[src/rtl/cfgp_pkg.sv]
package cfgp_pkg;

    typedef enum logic [1:0] {
        PORT_PROG = 2'd0,
        PORT_DATA = 2'd1,
        PORT_CTRL = 2'd2,
        PORT_STAT = 2'd3
    } port_e;

    // Slot ID bit that is compared with the i-th address bit of the slot field.
    function automatic int slot_src(input int i, input int rot, input int width);
        return (i + rot) % width;
    endfunction

endpackage

[src/rtl/cfgp_decode.sv]
module cfgp_decode #(
    parameter int ADDR_W   = 24,
    parameter int SLOT_W   = 5,
    parameter int SLOT_LSB = 16,
    parameter int SLOT_ROT = 3,
    parameter int WIN_LSB  = 21,
    parameter int WIN_W    = 2,
    parameter logic [WIN_W-1:0] WIN_TAG = '1,
    parameter int SEL_LSB  = 14,
    parameter int RSV_SLOT = 1
) (
    input  logic [ADDR_W-1:0] addr,
    input  logic [SLOT_W-1:0] slot_id,
    output logic              hit,
    output cfgp_pkg::port_e   port
);
    localparam logic [SLOT_W-1:0] RSV = SLOT_W'(RSV_SLOT);

    logic [SLOT_W-1:0] slot_eq;

    for (genvar i = 0; i < SLOT_W; i++) begin : g_slot
        localparam int SRC = cfgp_pkg::slot_src(i, SLOT_ROT, SLOT_W);
        assign slot_eq[i] = (addr[SLOT_LSB+i] == slot_id[SRC]);
    end

    logic win_ok;
    logic slot_ok;

    always_comb begin
        win_ok  = (addr[WIN_LSB +: WIN_W] == WIN_TAG);
        slot_ok = (&slot_eq) && (slot_id != RSV);
        hit     = win_ok && slot_ok;
        port    = cfgp_pkg::port_e'(addr[SEL_LSB +: 2]);
    end

endmodule

[src/rtl/cfgp_readback.sv]
module cfgp_readback #(
    parameter int DATA_W = 8
) (
    input  cfgp_pkg::port_e    port,
    input  logic               busy,
    input  logic               done,
    input  logic               init_n,
    output logic [DATA_W-1:0]  rval
);
    always_comb begin
        rval = '0;
        if (port == cfgp_pkg::PORT_STAT) begin
            rval[0] = busy;
            rval[1] = done;
            rval[2] = init_n;
        end
    end
endmodule

[src/rtl/cfgp_outregs.sv]
module cfgp_outregs #(
    parameter int DATA_W   = 8,
    parameter int NUM_FPGA = 4
) (
    input  logic                clk,
    input  logic                rst_n,
    input  logic                wr_en,
    input  cfgp_pkg::port_e     port,
    input  logic [DATA_W-1:0]   wdata,
    output logic [NUM_FPGA-1:0] prog_n,
    output logic [NUM_FPGA-1:0] cs_n,
    output logic [DATA_W-1:0]   cfg_byte,
    output logic                cfg_clk,
    output logic                cfg_rdwr_n,
    output logic                user_rst
);
    typedef struct packed {
        logic [NUM_FPGA-1:0] prog_n;
        logic [NUM_FPGA-1:0] cs_n;
        logic [DATA_W-1:0]   data;
        logic                cclk;
        logic                rdwr_n;
        logic                urst;
    } oreg_t;

    localparam oreg_t RST_VAL = '{prog_n: '1, cs_n: '1, data: '0,
                                  cclk: 1'b0, rdwr_n: 1'b0, urst: 1'b0};

    oreg_t st_d, st_q;

    always_comb begin
        st_d = st_q;
        if (wr_en) begin
            unique case (port)
                cfgp_pkg::PORT_PROG: begin
                    st_d.prog_n = wdata[NUM_FPGA-1:0];
                    st_d.cs_n   = wdata[2*NUM_FPGA-1:NUM_FPGA];
                end
                cfgp_pkg::PORT_DATA: st_d.data = wdata;
                cfgp_pkg::PORT_CTRL: begin
                    st_d.cclk   = wdata[0];
                    st_d.rdwr_n = wdata[1];
                    st_d.urst   = wdata[2];
                end
                default: ;
            endcase
        end
    end

    always_ff @(posedge clk or negedge rst_n) begin
        if (!rst_n) st_q <= RST_VAL;
        else        st_q <= st_d;
    end

    assign prog_n     = st_q.prog_n;
    assign cs_n       = st_q.cs_n;
    assign cfg_byte   = st_q.data;
    assign cfg_clk    = st_q.cclk;
    assign cfg_rdwr_n = st_q.rdwr_n;
    assign user_rst   = st_q.urst;


    out_hold_chk: assert property (@(posedge clk) disable iff (!rst_n)
        !wr_en |=> $stable(st_q));


    stat_wr_chk: assert property (@(posedge clk) disable iff (!rst_n)
        (wr_en && port == cfgp_pkg::PORT_STAT) |=> $stable(st_q));

endmodule

[src/rtl/cfgp_slave.sv]
module cfgp_slave #(
    parameter int ADDR_W   = 24,
    parameter int DATA_W   = 8,
    parameter int SLOT_W   = 5,
    parameter int NUM_FPGA = 4
) (
    input  logic                clk,
    input  logic                rst_n,
    input  logic [SLOT_W-1:0]   slot_id,
    input  logic [ADDR_W-1:0]   bus_addr,
    input  logic                bus_we,
    input  logic [DATA_W-1:0]   bus_wdata,
    input  logic                bus_strobe,
    output logic                bus_ack,
    output logic [DATA_W-1:0]   bus_rdata,
    output logic [NUM_FPGA-1:0] fpga_prog_n,
    output logic [NUM_FPGA-1:0] fpga_cs_n,
    output logic [DATA_W-1:0]   cfg_byte,
    output logic                cfg_clk,
    output logic                cfg_rdwr_n,
    output logic                user_rst,
    input  logic                fpga_busy,
    input  logic                fpga_done,
    input  logic                fpga_init_n
);
    logic            hit;
    cfgp_pkg::port_e port;
    logic [DATA_W-1:0] rval;

    cfgp_decode #(.ADDR_W(ADDR_W), .SLOT_W(SLOT_W)) u_dec (
        .addr    (bus_addr),
        .slot_id (slot_id),
        .hit     (hit),
        .port    (port)
    );

    cfgp_readback #(.DATA_W(DATA_W)) u_rb (
        .port   (port),
        .busy   (fpga_busy),
        .done   (fpga_done),
        .init_n (fpga_init_n),
        .rval   (rval)
    );

    typedef struct packed {
        logic              ack;
        logic [DATA_W-1:0] rdata;
    } hs_t;

    hs_t  hs_d, hs_q;
    logic accept;
    logic wr_en;

    always_comb begin
        hs_d   = hs_q;
        accept = bus_strobe && hit && !hs_q.ack;
        wr_en  = accept && bus_we;
        if (accept) begin
            hs_d.ack   = 1'b1;
            hs_d.rdata = bus_we ? '0 : rval;
        end else if (!bus_strobe) begin
            hs_d.ack   = 1'b0;
            hs_d.rdata = '0;
        end
    end

    always_ff @(posedge clk or negedge rst_n) begin
        if (!rst_n) hs_q <= '0;
        else        hs_q <= hs_d;
    end

    assign bus_ack   = hs_q.ack;
    assign bus_rdata = hs_q.rdata;

    cfgp_outregs #(.DATA_W(DATA_W), .NUM_FPGA(NUM_FPGA)) u_out (
        .clk        (clk),
        .rst_n      (rst_n),
        .wr_en      (wr_en),
        .port       (port),
        .wdata      (bus_wdata),
        .prog_n     (fpga_prog_n),
        .cs_n       (fpga_cs_n),
        .cfg_byte   (cfg_byte),
        .cfg_clk    (cfg_clk),
        .cfg_rdwr_n (cfg_rdwr_n),
        .user_rst   (user_rst)
    );


    ack_rise_chk: assert property (@(posedge clk) disable iff (!rst_n)
        $rose(bus_ack) |-> $past(bus_strobe));


    ack_hold_chk: assert property (@(posedge clk) disable iff (!rst_n)
        (bus_ack && bus_strobe) |=> bus_ack);


    ack_drop_chk: assert property (@(posedge clk) disable iff (!rst_n)
        !bus_strobe |=> !bus_ack);


    rdata_idle_chk: assert property (@(posedge clk) disable iff (!rst_n)
        !bus_ack |-> (bus_rdata == '0));


    rdata_top_chk: assert property (@(posedge clk) disable iff (!rst_n)
        bus_rdata[DATA_W-1:3] == '0);


    rsv_slot_chk: assert property (@(posedge clk) disable iff (!rst_n)
        (slot_id == SLOT_W'(1) && !bus_ack) |=> !bus_ack);

endmodule

[config.mk]
export PLATFORM = sky130hd
export DESIGN_NAME = cfgp_slave
export DESIGN_NICKNAME = d
export VERILOG_FILES = /design/src/rtl/cfgp_pkg.sv /design/src/rtl/cfgp_decode.sv /design/src/rtl/cfgp_readback.sv /design/src/rtl/cfgp_outregs.sv /design/src/rtl/cfgp_slave.sv
export SDC_FILE = /design/constraint.sdc
export NUM_CORES = 1
export LEC_CHECK = 0
export CAP_MARGIN = 20
export CORE_MARGIN = 5
export CORE_UTILIZATION = 38
export CTS_CLUSTER_SIZE = 20
export DETAILED_ROUTE_END_ITERATION = 6
export PLACE_DENSITY = 0.91
export SYNTH_ARGS = -nofsm -noshare
export SYNTH_HDL_FRONTEND = slang
export SYNTH_SLANG_ARGS = --single-unit
[constraint.sdc]
create_clock -name clk -period 2.2 [get_ports clk]
set_input_delay 0.22 -clock clk [delete_from_list [all_inputs] [get_ports clk]]
set_output_delay 0.22 -clock clk [all_outputs]
set_load 0.05 [all_outputs]
## Word level (Yosys, flattened, before mapping)

Index checks and enable logic that the tools add are counted.

- Latch bits: 0
- Memory bits (writable): 0
- ROM bits: 0
- Register bits: 28
- Output and inout bits: 28
- Logic and storage cells: 34
- Memories kept: 0
- Input port bits: 44

- Div/mod/pow operators: 0
- $mul: 0
- Equal/unequal tests: 11
- Multiplexer cells: 4
- Bitwise logic cells: 0
- Shift operators: 0
- $add $sub $neg: 0
- $lt $le $gt $ge: 0
- Reduce and logical (&&, ||, !) cells: 11

Operators by type and width:

| cell | count |
|---|---|
| $mux W9 | 2 |
| $eq A2 B2 Y1 const B | 3 |
| $mux W3 | 2 |
| $reduce_and A2 Y1 | 3 |
| $eq A1 B1 Y1 | 5 |
| $logic_and A1 B1 Y1 | 5 |
| $ne A5 B1 Y1 const B | 1 |
| $reduce_and A5 Y1 | 1 |
| $eq A2 B1 Y1 const B | 1 |
| $logic_not A2 Y1 | 1 |
| $ne A2 B1 Y1 const B | 1 |
| $logic_not A1 Y1 | 1 |

## Longest topological paths before layout

- Depth in word-level cells: 8
- Depth in mapped cells: 4
- Mapped depth without buffers: 4

## By module

From an unflattened synthesis, not the netlist that was laid out.

- Cells, all modules: 102
- Area, all modules: 1347.5 um2

Modules (own cells, without submodules):

| module | cells an instance | area an instance (um2) | times used |
|---|---|---|---|
| cfgp_outregs | 41 | 737.0 | 1 |
| cfgp_slave | 39 | 459.2 | 1 |
| cfgp_decode | 13 | 91.3 | 1 |
| cfgp_readback | 9 | 60.1 | 1 |

## Least setup slack after synthesis

Ideal clock, no wire load.

- Kind: reg-to-reg
- Start: reg hs_q, in the netlist bus_ack
- End: reg u_out.st_q, in the netlist u_out.cfg_clk
- Period minus slack after synthesis: 1680 ps
- Buffers on the path: 0
- Data arrival time: 1555 ps
- Slack: 520 ps
- Setup time: 125 ps
- Cell stages (with the launch flop): 5
- Required time: 2075 ps
- Path through: dfrtp_1 nand4b_1 nor2_2 nand4_1 mux2_2

- Longest elaborated chain between the ends: 4

Ends and longest elaborated chain:

| what | RTL line | RTL |
|---|---|---|
| from (decl) | cfgp_slave.sv:50 | `hs_t hs_d, hs_q;` |
| from (signal assigned) | cfgp_slave.sv:69 | `else hs_q <= hs_d;` |
| $logic_not A1 Y1 | cfgp_slave.sv:56 | `accept = bus_strobe && hit && !hs_q.ack;` |
| $logic_and A1 B1 Y1 | cfgp_slave.sv:56 |  |
| $logic_and A1 B1 Y1 | cfgp_slave.sv:57 | `wr_en = accept && bus_we;` |
| $reduce_and A2 Y1 (no source line) | -- |  |
| to (signal assigned) | cfgp_outregs.sv:52 | `else st_q <= st_d;` |
| to (decl) | cfgp_outregs.sv:29 | `oreg_t st_d, st_q;` |

No other way between the ends.
A chain may end at the register's enable or synchronous reset.

## Final worst setup path

- Start: reg u_out.st_q, in the netlist u_out.prog_n[0]
- End: out fpga_prog_n[0]

RTL lines:

| what | RTL line | RTL |
|---|---|---|
| to (decl) | cfgp_slave.sv:16 | `output logic [NUM_FPGA-1:0] fpga_prog_n,` |

No word-level cell between the ends.

==> impl_results.md <==
* Die height at 63.7 um
* Vias at 823
* Gr ovfl total at 0
* FF/Latch Area at 586 um^2
* Initial antenna violation count at 0
* Mapped cell area at 0.00110 mm^2
* Worst Hold Class: input pin to asynchronous set/reset pin
* Distinct cells, synth at 23
* Drt pass-1 iters at 4
* Sequential area share after synthesis at 0.534
* Most used flip-flop cell after synthesis: dfrtp_1
* Skew final at 0.00422 ns
* Post-CTS sizing at 0
* Ys async rst share at 1.00
* Final Hold Vio Count at 0
* Row count at 19
* Ports at 72
* Final setup fails at 0
* Fmax at 0.531 GHz
* Critical Path Stages at 1
* Die width at 63.7 um
* Area of the multi-input gates at 489 um^2
* CP endpoint kind: primary output
* Reg2reg setup slack at 0.62 ns
* Worst-margin pin slew at 0.530 ns
* Critical Path End: fpga_prog_n[0]
* Clock slew at reported path FFs at 0.11 ns
* Crit-path cells: clkdlybuf4s50_1
* Hold_buf cts at 0
* Headroom to the max-slew limit at 0.646
* Post-CTS Setup Inserts at 0
* Initial drt markers at 9
* Die area at 0.00406 mm^2
* Setup TNS at 0 ns
* Share of layout cells above drive strength 1 at 0.274
* Buf/Inv on CP at 1
* Placed Instances at 162
* CTS tree: done
* WL per Instance at 15.8 um
* ANT cells at 0
* Post-synthesis cell count at 80
* Number of global-route vias before repair at 986
* Largest net degree at the start of global routing at 24
* R2R Path End: u_out.cfg_clk
* CP peak stage delay at 0.82 ns
* Power, Total at 0.778 mW
* Antenna viol nets, final at 0
* Htree depth at 1
* Overall routed net length at 2620 um
* Max IR drop VDD at 0.464 mV
* Area grow syn2layout at 51.1%
* Worst Setup SP: u_out.prog_n[0]
* Static Leak at 0.729 nW
* Vias/cell at 4.96
* Cts bufs inserted at 3
* CTS root buf: clkbuf_4
* Tcrit/Tclk final at 0.856
* CTS Buffer Depth at 2
* Layout net count at 180
* Crit-path leading delay family: buffers and inverters
* Routability cong. at 0.749
* RSZ-0062 raised after global routing: false
* Slowest cell on the critical path: clkdlybuf4s50_1
* Fin cells at 166
* CTS Sinks at 23
* Max_cap viols at 0
* Mean Syn Cell Area at 13.7 um^2
* Worst r2r path cells at 4
* WS Path Type: flip-flop to primary output
* Port Buffers at 51
* Overall Global Routing Usage at 0.136
* Flip-flop and latch count after synthesis at 23
* First-pass GRT wire length at 4400 um
* Number of synthesized flops with an enable pin at 0
* Placeable Area at 0.00276 mm^2
* Critical path data required time at 1.98 ns
* Fill cells at 230
* Reg2reg start: bus_ack
* Initial core utilization at 0.398
* # DRC at 0
* Critical Path AT at 1.66 ns
* Clock Latency Late Sink at 0.30 ns
* Outcome: finished, final reports clean
* CP startpoint kind: flip-flop
* Final slew viol count at 0
* Yosys warns at 0
* Crit-path max FO at 2
* Final HPWL DP at 2190 um
* Power per cell area at 470 mW/mm^2
* Fin crit period at 1.88 ns
-- per-stage QoR --
| step | worst slack [ns] | hold WS (ns) | utilization | cell area (um^2) |
|---|---|---|---|---|
| final | 0.316 | 0.255 | 0.601 | 1660 |
| after global routing | 0.246 | 0.247 | 0.601 | 1660 |
| after CTS | 0.301 | 0.257 | 0.601 | 1660 |
| after detailed placement | 0.216 | 0.492 | 0.592 | 1630 |
| after global placement | 0.252 | 0.485 | 0.592 | 1630 |
| after floorplan | 0.520 | -0.0756 | - | 1110 |
-- cells in the mapped netlist (3+ instances only) --
cell type	count	area [um^2]
xor2_1	4	35.0
nand2_1	10	37.5
mux2i_1	3	30.0
dfstp_2	8	210
buf_4	5	37.5
mux2_2	19	214
dfrtp_1	15	375
-- cells in the final DEF (no fill, tap or decap), drive strengths merged --
master	n
clkdlybuf4s50	51
mux2	19
dfrtp	15
nand2	10
dfstp	8
conb	5
xor2	4
clkbuf	4
mux2i	3
nor2	2
nand4	2
nand3	2
and3b	1
nor4b	1
or2	1
o21ai	1
nand4b	1
nor3	1
nand3b	1
nor4	1
nor3b	1
buf	1
-- worst min-delay path by stage --
| stage | depth (start not counted) | slack, ns | end | startpoint |
|---|---|---|---|---|
| after detailed placement | 1 | 0.49 | u_out.cfg_byte[5] | u_out.cfg_byte[5] |
| after floorplan | 0 | -0.08 | bus_ack | rst_n |
| after global routing | 2 | 0.25 | u_out.cfg_byte[6] | rst_n |
| final | 2 | 0.25 | u_out.cfg_byte[7] | rst_n |
| after CTS | 2 | 0.26 | u_out.cfg_byte[7] | rst_n |
| after global placement | 2 | 0.48 | bus_ack | bus_ack |
-- sequential cells by signal, indices dropped and copies added (netlist names) --
register / flops
bus_ack: 1
bus_rdata: 3
u_out.cfg_byte: 8
u_out.cfg_clk: 1
u_out.cfg_rdwr_n: 1
u_out.cs_n: 4
u_out.prog_n: 4
u_out.user_rst: 1
-- power breakdown --
group / switching, mW / internal, mW / total (mW)
sequential: 0.00307 / 0.432 / 0.435
combinational: 0.0898 / 0.0707 / 0.161
clock: 0.113 / 0.0707 / 0.183
total: 0.206 / 0.573 / 0.778
-- logic make-up after synthesis --
family          share of synthesized area
mux                                 0.222
xor+xnor                           0.0319
compound gates                    0.00798
other cells                       0.00342
simple gates                        0.166
buf+inv                            0.0342
flops                               0.534
-- layer usage --
layer | up-vias | part of all wire | global-route usage
met4 | 0 | 0 | 0.0312
met3 | 0 | 0.11 | 0.0595
li1 | 381 | - | -
met5 | - | 0 | 0
met2 | 41 | 0.53 | 0.245
met1 | 401 | 0.36 | 0.145
-- final cells by class --
cell class	count	share of cell area
timing repair buffer	52	0.312
tap	31	0.0234
multi-input combinational	56	0.295
sequential	23	0.353
clock buffer	4	0.0158
Power figures use the tool's default switching activity.
